--- config.mk ---
export PLATFORM = sky130hd
export DESIGN_NAME = cfg_stream_loader
export DESIGN_NICKNAME = d
export VERILOG_FILES = /design/src/rtl/cfg_stream_loader.sv
export SDC_FILE = /design/constraint.sdc
export NUM_CORES = 1
export LEC_CHECK = 0
export ABC_CLOCK_PERIOD_IN_PS = 6800
export BUFFER_PORTS_ARGS = -buffer_cell sky130_fd_sc_hd__buf_2
export CORE_MARGIN = 2
export CORE_UTILIZATION = 45
export DETAILED_ROUTE_END_ITERATION = 8
export GPL_TIMING_DRIVEN = 0
export SLEW_MARGIN = 20
export SYNTH_ARGS = -nofsm -noshare
export SYNTH_HDL_FRONTEND = slang
export SYNTH_SLANG_ARGS = --single-unit
--- constraint.sdc ---
create_clock -name clk -period 6.8 [get_ports clk]
set_input_delay 0.34 -clock clk [delete_from_list [all_inputs] [get_ports clk]]
set_output_delay 0.34 -clock clk [all_outputs]
set_load 0.02 [all_outputs]
--- src/rtl/cfg_stream_loader.sv ---
module cfg_stream_loader #(
  parameter int DEPTH = 16,
  parameter int AW    = 16
) (
  input  logic          clk,
  input  logic          rst_n,
  input  logic          bus_wr,
  input  logic          bus_rd,
  input  logic [AW-1:0] bus_addr,
  input  logic [31:0]   bus_wdata,
  output logic [31:0]   bus_rdata,
  output logic          irq,
  output logic          dma_req,
  output logic          tgt_reset,
  output logic [7:0]    tgt_data,
  output logic          tgt_valid,
  input  logic          tgt_ready,
  input  logic          tgt_done
);
  localparam int PW = $clog2(DEPTH);
  localparam int CW = PW + 1;
  localparam logic [CW-1:0] FULL = CW'(DEPTH);
  localparam logic [CW-1:0] HALF = CW'(DEPTH / 2);
  localparam logic [AW-1:0] A_CTL  = AW'(16'h0040);
  localparam logic [AW-1:0] A_STAT = AW'(16'h0044);
  localparam logic [AW-1:0] A_SIZE = AW'(16'h0048);
  localparam logic [AW-1:0] A_USED = AW'(16'h004C);
  localparam logic [AW-1:0] A_TOT  = AW'(16'h0050);
  localparam logic [AW-1:0] A_CUR  = AW'(16'h0054);
  localparam logic [AW-1:0] A_DATA = AW'(16'h3000);

  logic [2:0]    ctl;
  logic [31:0]   total, cur;
  logic [15:1]   err;
  logic          irq_q;
  logic [31:0]   mem [DEPTH];
  logic [PW-1:0] wp, rp;
  logic [CW-1:0] count;
  logic [31:0]   shreg;
  logic [1:0]    idx;
  logic          loaded;

  wire en     = ctl[0];
  wire ctl_wr = bus_wr && (bus_addr == A_CTL);
  wire tot_wr = bus_wr && (bus_addr == A_TOT);
  wire dat_wr = bus_wr && (bus_addr == A_DATA);
  wire start  = ctl_wr && bus_wdata[0] && !en;
  wire stop   = ctl_wr && !bus_wdata[0];
  wire hs     = tgt_valid && tgt_ready;
  wire last   = hs && (idx == 2'd3);
  wire pop    = en && (count != '0) && (!loaded || last);
  wire push   = dat_wr && en && (count != FULL);
  wire drop   = dat_wr && !push;

  assign tgt_valid = en && loaded;
  assign tgt_data  = shreg[31:24];
  assign tgt_reset = ctl[1];
  assign irq       = irq_q;
  assign dma_req   = en && ctl[2] && ((FULL - count) >= HALF);

  always_ff @(posedge clk or negedge rst_n)
    if (!rst_n) ctl <= '0;
    else if (ctl_wr) ctl <= bus_wdata[2:0];

  always_ff @(posedge clk or negedge rst_n)
    if (!rst_n) total <= '0;
    else if (tot_wr && !en) total <= bus_wdata;

  always_ff @(posedge clk)
    if (push) mem[wp] <= bus_wdata;

  always_ff @(posedge clk or negedge rst_n)
    if (!rst_n) begin
      wp <= '0; rp <= '0; count <= '0;
    end else if (stop) begin
      wp <= '0; rp <= '0; count <= '0;
    end else begin
      if (push) wp <= wp + 1'b1;
      if (pop)  rp <= rp + 1'b1;
      count <= count + CW'(push) - CW'(pop);
    end

  always_ff @(posedge clk or negedge rst_n)
    if (!rst_n) begin
      shreg <= '0; idx <= '0; loaded <= 1'b0;
    end else if (stop) begin
      idx <= '0; loaded <= 1'b0;
    end else if (pop) begin
      shreg <= mem[rp]; idx <= '0; loaded <= 1'b1;
    end else if (hs) begin
      shreg <= shreg << 8;
      idx   <= idx + 2'd1;
      if (idx == 2'd3) loaded <= 1'b0;
    end

  always_ff @(posedge clk or negedge rst_n)
    if (!rst_n) cur <= '0;
    else if (start) cur <= '0;
    else if (hs) cur <= cur + 32'd1;

  always_ff @(posedge clk or negedge rst_n)
    if (!rst_n) err <= '0;
    else if (start) err <= {13'd0, |total[1:0], 1'b0};
    else if (drop) err[1] <= 1'b1;

  always_ff @(posedge clk or negedge rst_n)
    if (!rst_n) irq_q <= 1'b0;
    else if (stop) irq_q <= 1'b0;
    else if (en && (((cur == total) && tgt_done) || (|err))) irq_q <= 1'b1;

  always_ff @(posedge clk or negedge rst_n)
    if (!rst_n) bus_rdata <= '0;
    else if (bus_rd)
      case (bus_addr)
        A_CTL:   bus_rdata <= {29'd0, ctl};
        A_STAT:  bus_rdata <= {13'd0, tgt_done, 2'b00, err, irq_q};
        A_SIZE:  bus_rdata <= 32'(DEPTH * 4);
        A_USED:  bus_rdata <= 32'(count);
        A_TOT:   bus_rdata <= total;
        A_CUR:   bus_rdata <= cur;
        default: bus_rdata <= '0;
      endcase

  p_count_bound_r4: assert property (@(posedge clk) disable iff (!rst_n)
    count <= FULL);
  p_hold_r5: assert property (@(posedge clk) disable iff (!rst_n)
    tgt_valid && !tgt_ready && !ctl_wr |=> tgt_valid && $stable(tgt_data));
  p_cur_step_r6: assert property (@(posedge clk) disable iff (!rst_n)
    !hs && !ctl_wr |=> $stable(cur));
  p_total_lock_r3: assert property (@(posedge clk) disable iff (!rst_n)
    en && tot_wr && !ctl_wr |=> $stable(total));
  p_drop_idle_r8: assert property (@(posedge clk) disable iff (!rst_n)
    dat_wr && !en && !ctl_wr |=> count == '0);
  p_irq_clear_r10: assert property (@(posedge clk) disable iff (!rst_n)
    stop |=> !irq && !tgt_valid);
endmodule

==> metrics, run 1 <==
critical path type reg -> reg; DRT iter0 DRCs 1430; layout net count 1780; fin crit period 3.54 ns; Worst Path Required 7.09 ns; max incr delay on CP 0.59 ns; register area share after synthesis 71.3%; largest net degree at the start of global routing 82; gr ovfl total 0; area of the mapped netlist 26800 µm²; worst slack at placement 3.04 ns; I/O pin cnt 98; CP Launch Type flop; Yosys cell types 60; row count 89; Post-synth top cells 512 x edfxtp_1, 150 x dfrtp_1, 128 x mux4_2; clk slew on worst S/H paths 0.06 ns; Syn Area/Cell 17.9 µm²; PD cells 268 nW/µm²; status finished clean; die height 248 µm; critical-path cell with the highest stage delay nor4_2; Worst Path Max Fanout 9; reg-to-reg slack, setup 3.26 ns; 1st-pass router iterations 5; Final Hold Vio Count 0; critical path capture point mem[3][14]; H-tree Lvls 3; Hold WC Path Type in -> reg; Antenna diodes 0; antenna violations before repair 3; Synth area leader edfxtp_1; most instantiated library cell after synthesis edfxtp_1; Compound-Gate Fraction of Synth Area 5.47%; Sink Count 662; post-synthesis xor/xnor area fraction 2.38%; crit path capture type flop; MaxCap Viol Count 0; Post-Syn Nets 1567; worst-case clock buffer depth 3; critical path startpoint count[3]; Clock Skews 0.0273 ns; flops & latches, synth 662; Slew Viols, Final 0; fmax 282 MHz; Post-CTS Setup Bufs 0; Die Footprint 61600 µm²; routed via count 14600; CTS tree yes; DRC viols 0; reg-to-reg endpoint mem[3][14]; Initial Utilization 45.4%; mux share of post-synthesis cell area 12.9%; drt wl/cell 26.4 µm; drt via density 5.78; Lkg Pwr 11.0 nW; Slew @ Worst Pin 1.05 ns; share of cells above drive strength 1 26.8%; crit path DAT 3.83 ns; Synth top area share 57.3%; global-route usage over all layers 22.2%; core area 59000 µm²; first-pass GRT wire length 98.9 mm; largest family of logic cells by synthesized area multiplexers; DP HPWL 45.4 mm; largest cells by area after synthesis edfxtp_1 57%, dfrtp_1 14%, mux4_2 11%, mux2_4 1.6%, xnor2_1 1.4%; Main synth FF type edfxtp_1; Syn Inst Count 1496; Worst R2R Start count[3]; worst vdd ir 0.149 mV; Routed Antenna Nets 0; Post-synth ARST share 22.7%; Layout fillers 4747; cts bufs inserted 68; root buffer cell clkbuf_16; R2R depth 12; WL final 66.9 mm; simple logic cell fraction of the synthesized area 4.71%; Setup WS post-layout 3.26 ns; number of global-route vias before repair 15100; area grow syn2layout 16.2%; Worst-Skew Late Latency 0.61 ns; port bufs 96; Post-Synth Adder-Cell Area 0.821%; number of synthesized flops with an enable pin 512; Die Wd 248 µm; crit path cell chain inv_1 -> ha_1 -> nor3b_1 -> ha_1 -> nand2b_1 -> nor3_4 -> inv_2 -> nor4_2 -> buf_4 -> buf_4 -> buf_2 -> buf_2; setup tns final 0 ns; worst relative slew slack 29.8%; Final setup viols 0; Final GP Congestion 0.864; Tcrit/Tclk final 52.1%; Yosys warnings 0; RSZ-0062 raised after global routing no
power by group:
group	internal [mW]	switching, mW	total (mW)	leakage (nW)
clock network	2.20	1.54	3.74	1.08
logic	0.0785	0.145	0.223	3.29
registers	4.38	0.0158	4.39	6.67
total	6.65	1.70	8.35	11.0
metrics by stage:
stage          utilization (%)  cells  hold slack [ns]  cell area [µm²]  power (mW)
2_1_floorplan                -   1496           0.0444            26800        4.58
3_5_place_dp              49.0   2411            0.378            28900        4.70
5_1_grt                   52.8   2535            0.137            31200        8.60
3_3_place_gp              47.9   2365            0.505            28300        4.69
6_report                  52.8   2535            0.113            31200        8.35
4_1_cts                   52.8   2535           0.0842            31200        8.42
how the worst min path moves through the flow:
stage	from	endpoint	slack, ns	depth (start not counted)
5_1_grt	bus_wdata[22]	mem[6][22]	0.14	1
3_3_place_gp	shreg[31]	shreg[31]	0.50	1
6_report	tgt_ready	loaded	0.11	4
2_1_floorplan	rst_n	bus_rdata[0]	0.04	0
4_1_cts	tgt_ready	loaded	0.08	4
3_5_place_dp	rst_n	bus_rdata[28]	0.38	1
flip-flops by register name, summed over array words and instances (netlist names), 2 cells and up:
signal	cells
bus_rdata	32
count	5
ctl	3
cur	32
err	2
idx	2
mem	512
rp	4
shreg	32
total	32
wp	4
layout make-up:
cell class	instances	area, µm²	share of cell area (%)
multi-input cells	691	7130	22.9
inverters	48	180	0.578
flip-flops and latches	662	19100	61.4
clock inverters	34	347	1.11
plain buffers	95	445	1.43
clock buffers	89	1890	6.06
repair buffers	143	1070	3.44
well taps	773	967	3.10
kinds of logic after synthesis:
group	count (synthesis)
AND/OR/NAND/NOR	223
flip-flops	662
multiplexers	172
adder cells (fa/ha/maj)	17
XOR/XNOR	73
AO/OA/AOI/OAI	206
buffers and inverters	143
placed cells by master (no fill, tap or decap), drive strengths merged, types with 16 or more instances in the layout:
master  count
a21oi      37
a22o       18
a22oi      41
buf       190
clkbuf    136
clkinv     19
dfrtp     150
edfxtp    512
ha         16
inv        52
mux2       35
mux4      128
nand2      30
nand4      30
nor2       69
o221ai     18
o22a       22
o22ai      52
xnor2      44
xor2       29
critical path: cells and delay by family, from the launching register on:
kind          cells  cell delay [ns]
buf+inv           6             1.19
simple gates      4             1.23
fa+ha+maj         2             0.38
flops             1             0.42
layer usage:
| layer | wire [µm] | up-vias | GRT usage (%) |
|---|---|---|---|
| met5 | 0 | - | 0 |
| met4 | 1800 | 0 | 7.35 |
| met3 | 4340 | 110 | 3.72 |
| met2 | 32600 | 512 | 36.3 |
| met1 | 28100 | 7648 | 30.6 |
| li1 | - | 6371 | - |
repair_timing:
item / CTS / global route
hold buffers: 1 / 0
resized for setup: 0 / 0
hold endpoints to repair: 80 / 0
(Power assumes the default switching activity.)
==> run 2, diff against run 1 <==
--- a/config.mk
+++ b/config.mk
@@ -5,7 +5,7 @@
 export SDC_FILE = /design/constraint.sdc
 export NUM_CORES = 1
 export LEC_CHECK = 0
-export ABC_CLOCK_PERIOD_IN_PS = 6800
+export ABC_CLOCK_PERIOD_IN_PS = 3180
 export BUFFER_PORTS_ARGS = -buffer_cell sky130_fd_sc_hd__buf_2
 export CORE_MARGIN = 2
 export CORE_UTILIZATION = 45
==> constraint.sdc (replaced) <==
create_clock -name clk -period 3.18 [get_ports clk]
set_input_delay 0.159 -clock clk [delete_from_list [all_inputs] [get_ports clk]]
set_output_delay 0.159 -clock clk [all_outputs]
set_load 0.02 [all_outputs]
==> metrics, run 2 (same netlist as run 1, synthesis figures left out) <==
dpl cell area 28800 µm² (-0.27%); 1st-pass router iterations 7 (+2); drt via density 5.80 (+0.44%); setup tns final 0 ns (unchanged); root buffer cell clkbuf_16; Worst Path Max Fanout 18 (+9); most frequent cells in the layout 512 x edfxtp_1, 150 x dfrtp_1, 128 x mux4_2; port bufs 96 (unchanged); Worst-Skew Late Latency 0.59 ns (-0.02 ns); worst relative slew slack 30.9% (+1.1 points); max incr delay on CP 0.68 ns (+0.09 ns); register with the most flip-flops mem; Final setup viols 0 (unchanged); Routed Antenna Nets 0 (unchanged); Clock Skews 0.0166 ns (-0.0107 ns); worst vdd ir 0.325 mV (+120%); Tcrit/Tclk final 97.9% (+46 points); core area 59000 µm² (unchanged); Layout fillers 4694 (-1.1%); MaxCap Viol Count 0 (unchanged); antenna violations before repair 0 (-3); Slew @ Worst Pin 1.04 ns (-0.0165 ns); net load switching power 3.59 mW (+110%); CTS tree yes; status finished clean; Initial Utilization 45.4% (unchanged); max reg flops 512 (unchanged); CP Launch Type flop; cts bufs inserted 68 (unchanged); Sink Count 662 (unchanged); design area 31500 µm² (+1.2%); crit path DAT 3.40 ns (-0.43 ns); Worst Path Required 3.47 ns (-3.62 ns); fmax 321 MHz (+14%); first-pass GRT wire length 100 mm (+1.1%); layout net count 1806 (+1.5%); PD cells 563 nW/µm² (+110%); gr ovfl total 0 (unchanged); number of global-route vias before repair 15200 (+0.17%); Flop pwr share 52.8% (+0.2 points); Die Wd 248 µm (unchanged); die height 248 µm (unchanged); row count 89 (unchanged); fin crit period 3.11 ns (-0.427 ns); worst-case clock buffer depth 3 (unchanged); commonest non-fill, non-tap cell in the layout edfxtp_1; CP dominant cell by count ha_1; global-route usage over all layers 22.6% (+0.35 points); fin cells 2560 (+0.99%); internal power 14.2 mW (+110%); Final GP Congestion 0.868 (+0.51%); DRT iter0 DRCs 1576 (+10%); combinational share of power 3.1% (+0.4 points); routed via count 14900 (+1.4%); Die Footprint 61600 µm² (unchanged); Cells after DPL 2393 (-0.75%); critical path type reg -> reg; RSZ-0062 raised after global routing yes; I/O pin cnt 98 (unchanged); share of cells above drive strength 1 26.9% (+0.073 points); Final Hold Vio Count 0 (unchanged); drt wl/cell 26.5 µm (+0.53%); DP HPWL 45.2 mm (-0.56%); WL final 67.9 mm (+1.5%); area grow syn2layout 17.6%; critical-path cell with the highest stage delay and2_2; DRC viols 0 (unchanged); Antenna diodes 0 (unchanged); clk slew on worst S/H paths 0.06 ns (about the same); crit path capture type flop; share of power burned in the clock network 44.1% (-0.7 points); Fin Hold WS 0.0234 ns (-0.0894 ns); switching share of power 20.2% (-0.16 points); Lkg Pwr 11.2 nW (+1.1%); H-tree Lvls 3 (unchanged); crit path cell chain inv_1 -> ha_1 -> nor3b_2 -> ha_1 -> nand2b_4 -> nor3_4 -> clkinv_4 -> nor3b_1 -> and2_2 -> buf_16; largest net degree at the start of global routing 98 (+20%); Slew Viols, Final 0 (unchanged); Hold WC Path Type in -> reg
==> run 2: cell types whose count changed in the layout (fill, tap and decap cells not counted), sizes merged <==
| cell | delta |
|---|---|
| buf | -1 |
| bufinv | -2 |
| clkbuf | +4 |
| clkinvlp | -2 |
| dlygate4sd3 | +29 |
| inv | -3 |
==> run 2: metrics by stage <==
step	total power, mW	setup slack, ns	utilization [%]
3_3_place_gp	10.0	-3.10	47.9
6_report	17.8	0.0661	53.4
2_1_floorplan	9.79	-0.523	-
5_1_grt	18.3	-0.130	53.4
4_1_cts	17.9	-0.0196	53.2
3_5_place_dp	10.1	-0.343	48.8
==> run 2: final cells by class <==
class	count	area, µm²	share of cell area, %
sequential	662	19100	60.7
multi-input combinational	691	7180	22.8
clock buffer	95	1940	6.17
timing repair buffer	171	1430	4.55
tap	773	967	3.07
buffer	93	443	1.40
clock inverter	27	243	0.770
inverter	48	190	0.603
==> run 2: worst paths after layout <==
kind	start	to	slack [ns]	cells past startpoint
max	count[2]	mem[7][16]	0.07	10
min	bus_wdata[1]	mem[7][1]	0.02	1
max reg2reg	count[2]	mem[7][16]	0.07	10
min reg2reg	shreg[4]	shreg[4]	0.51	1
max in group asynchronous	rst_n	shreg[4]	2.25	3
min in group asynchronous	rst_n	bus_rdata[28]	0.08	2
==> run 2: repair_timing <==
action                     in CTS  in global routing
hold buffers                   30                  0
buffers inserted                5                 12
resized for setup               7                 14
pin swaps                       4                  3
hold endpoints to repair      539                  0
setup endpoints to repair     202                134
==> run 2: routing by layer <==
layer  part of all wire (%)  vias to the layer above  global-route usage [%]  wire [µm]
li1                       -                     6432                       -          -
met1                     43                     7885                    31.8      29100
met2                     50                      464                    37.2      33600
met3                    5.5                       70                    3.05       3760
met4                    2.1                        0                    6.48       1410
met5                      0                        -                       0          0
==> run 2: worst max-delay path: cells and delay by family, from the launching register on <==
kind / cells / cell delay (ns)
AND/OR/NAND/NOR: 5 / 1.61
buffers and inverters: 3 / 0.43
adder cells (fa/ha/maj): 2 / 0.40
flip-flops: 1 / 0.34
==> run 2: power by group through the flow <==
| stage | clock, mW | combinational, mW | sequential, mW |
|---|---|---|---|
| global placement | 0 | 0.464 | 9.57 |
| global route | 8.33 | 0.602 | 9.38 |
| detailed placement | 0 | 0.484 | 9.57 |
| CTS | 7.98 | 0.516 | 9.39 |
| finish | 7.84 | 0.542 | 9.38 |
| floorplan | 0 | 0.232 | 9.56 |
==> run 3, diff against run 2 <==
--- a/config.mk
+++ b/config.mk
@@ -5,13 +5,16 @@
 export SDC_FILE = /design/constraint.sdc
 export NUM_CORES = 1
 export LEC_CHECK = 0
+export ABC_AREA = 1
 export ABC_CLOCK_PERIOD_IN_PS = 3180
 export BUFFER_PORTS_ARGS = -buffer_cell sky130_fd_sc_hd__buf_2
 export CORE_MARGIN = 2
 export CORE_UTILIZATION = 45
 export DETAILED_ROUTE_END_ITERATION = 8
 export GPL_TIMING_DRIVEN = 0
+export RECOVER_POWER = 25
 export SLEW_MARGIN = 20
 export SYNTH_ARGS = -nofsm -noshare
 export SYNTH_HDL_FRONTEND = slang
 export SYNTH_SLANG_ARGS = --single-unit
+export TNS_END_PERCENT = 30
==> metrics, run 3 <==
status finished clean; Final GP Congestion 0.885 (+1.9%); area of the mapped netlist 28200 µm² (+5.2%); clk slew on worst S/H paths 0.06 ns (about the same); cts bufs inserted 70 (+2.9%); area grow syn2layout 17.0%; Sink Count 662 (unchanged); drt via density 5.57 (-3.9%); row count 91 (+2.2%); most frequent cells in the layout 512 x edfxtp_1, 451 x nand2_1, 371 x nor2_1; most instantiated library cell after synthesis edfxtp_1; Hold WC Path Type in -> reg; Syn Inst Count 2576 (+72%); H-tree Lvls 3 (unchanged); PD cells 792 nW/µm² (+41%); I/O pin cnt 98 (unchanged); Post-synth ARST share 22.7% (unchanged); global-route usage over all layers 26.5% (+3.9 points); first-pass GRT wire length 125 mm (+25%); Post-synth top cells 512 x edfxtp_1, 451 x nand2_1, 387 x nor2_1; largest net degree at the start of global routing 96 (-2.0%); port bufs 97 (+1.0%); crit path DAT 3.30 ns (-0.10 ns); Layout fillers 5410 (+15%); Syn Area/Cell 10.9 µm² (-39%); Lkg Pwr 12.4 nW (+11%); DRT iter0 DRCs 2276 (+44%); 1st-pass router iterations 5 (-2); DP HPWL 58.5 mm (+29%); Fin Hold WS 0.0372 ns (+0.0138 ns); number of synthesized flops with an enable pin 512 (unchanged); Worst-Skew Late Latency 0.63 ns (+0.04 ns); multi-input logic area 7910 µm² (+10%); share of cells above drive strength 1 10.9% (-16 points); critical-path cell with the highest stage delay nor2_4; Synth area leader edfxtp_1; CTS tree yes; Antenna diodes 0 (unchanged); layout net count 2879 (+59%); Yosys warnings 0 (unchanged); core area 61800 µm² (+4.8%); register with the most flip-flops mem; die height 254 µm (+2.5%); max incr delay on CP 0.70 ns (+0.02 ns); register area share after synthesis 67.8% (-3.5 points); commonest non-fill, non-tap cell in the layout edfxtp_1; Worst Path Required 3.48 ns (about the same); Final Hold Vio Count 0 (unchanged); drt wl/cell 22.9 µm (-14%); critical path type reg -> reg; worst-case clock buffer depth 3 (unchanged); Yosys cell types 48 (-20%); worst vdd ir 0.615 mV (+89%); Post-Syn Nets 2647 (+69%); WL final 84.7 mm (+25%); Routed Antenna Nets 0 (unchanged); max reg flops 512 (unchanged); Clock Skews 0.0312 ns (+0.0145 ns); RSZ-0062 raised after global routing no; Main synth FF type edfxtp_1; Final setup viols 0 (unchanged); worst relative slew slack 27.2% (-3.7 points); Die Footprint 64700 µm² (+5.1%); Initial Utilization 45.6% (+0.18 points); antenna violations before repair 0 (unchanged); MaxCap Viol Count 0 (unchanged); Slew Viols, Final 0 (unchanged); Synth top area share 54.5% (-2.8 points); Tcrit/Tclk final 94.4% (-3.5 points); DRC viols 0 (unchanged); flops & latches, synth 662 (unchanged); routed via count 20600 (+39%); root buffer cell clkbuf_16; fin crit period 3.00 ns (-0.113 ns); Slew @ Worst Pin 1.09 ns (+0.0551 ns); crit path cell chain inv_1 -> ha_1 -> nand2_1 -> nor2_1 -> ha_1 -> nor2_1 -> nand3_2 -> inv_1 -> nand2_1 -> nor2_4 -> buf_16; gr ovfl total 0 (unchanged); sequential cell area 19100 µm² (unchanged); Die Wd 254 µm (+2.5%); Design Power 26.1 mW (+47%); crit path capture type flop; number of global-route vias before repair 19900 (+31%); largest cells by area after synthesis edfxtp_1 55%, dfrtp_1 13%, nand2_1 6.0%, nor2_1 5.2%, o21ai_0 4.7%; fmax 333 MHz (+3.8%); Worst Path Max Fanout 17 (-1); CP Launch Type flop
[run 3: changes by cell type in the layout (fill, tap and decap cells not counted), sizes merged, moves of 35 or more]
| cell | delta |
|---|---|
| nand2 | +430 |
| clkbuf | +39 |
| xnor2 | -36 |
| mux2 | -35 |
| nand3 | +129 |
| nor2 | +328 |
| o21ai | +304 |
| a21oi | +42 |
| inv | +109 |
| mux4 | -128 |
| o211ai | +97 |
[run 3: final cells by class]
cell class | count | share of cell area [%]
buffer | 142 | 2.11
clock buffer | 88 | 5.51
clock inverter | 41 | 1.10
inverter | 157 | 1.81
multi-input combinational | 1615 | 24.0
sequential | 662 | 58.0
tap | 837 | 3.17
timing repair buffer | 160 | 4.38
[run 3: through the flow]
step                      area (µm²)  setup WS (ns)  utilization [%]  TNS [ns]  cells
after floorplan                28200         0.0224                -         0   2576
after global placement         29700          -2.12             48.1  -1000.89   3510
after detailed placement       30400         -0.296             49.2    -0.380   3533
after CTS                      33000         0.0527             53.4         0   3701
after global routing           33000         0.0266             53.4         0   3702
final                          33000          0.179             53.4         0   3702
[run 3: where the power goes]
part / internal (mW) / switching (mW)
Combinational: 2.41 / 5.90
Sequential: 9.65 / 0.275
Clock: 4.44 / 3.46
[run 3: worst max-delay path, delay by kind of cell, from the launching register on]
kind                       cells  cell delay, ns
and+or+nand+nor                6            1.39
buffers and inverters          3            0.52
adders and majority gates      2            0.38
DFF                            1            0.37
[run 3: worst paths after layout]
kind | startpoint | to | slack [ns] | cells past startpoint
setup reg to reg | count[3] | mem[13][22] | 0.18 | 11
setup / recovery | count[3] | mem[13][22] | 0.18 | 11
min in group asynchronous | rst_n | bus_rdata[21] | 0.16 | 2
hold / removal | bus_addr[0] | bus_rdata[6] | 0.04 | 6
hold reg to reg | bus_rdata[7] | bus_rdata[7] | 0.47 | 2
max in group asynchronous | rst_n | shreg[16] | 2.18 | 3
[run 3: repair_timing]
action / CTS / global route
gates resized for setup: 2 / 2
hold buffers: 39 / 0
setup buffers: 0 / 1
endpoints found under the setup margin: 3 / 83
hold endpoints to repair: 553 / 0
pin swaps: 0 / 1
[run 3: cells by family (layout without fill, tap and decap cells)]
kind of cell / count (synthesis) / after routing / share of synthesized area (%)
AO/OA/AOI/OAI: 543 / 543 / 11.0
XOR/XNOR: 20 / 20 / 0.621
adder cells (fa/ha/maj): 17 / 17 / 0.781
buffers and inverters: 299 / 588 / 4.57
flip-flops: 662 / 662 / 67.8
AND/OR/NAND/NOR: 1035 / 1035 / 15.2
[run 3: metal layers]
layer  up-vias  wire length (µm)  track usage, %
li1       9467                 -               -
met3       128              6930            4.81
met5         -                 0               0
met1     10200             36500            38.2
met2       867             38900            40.9
met4         0              2400            8.27
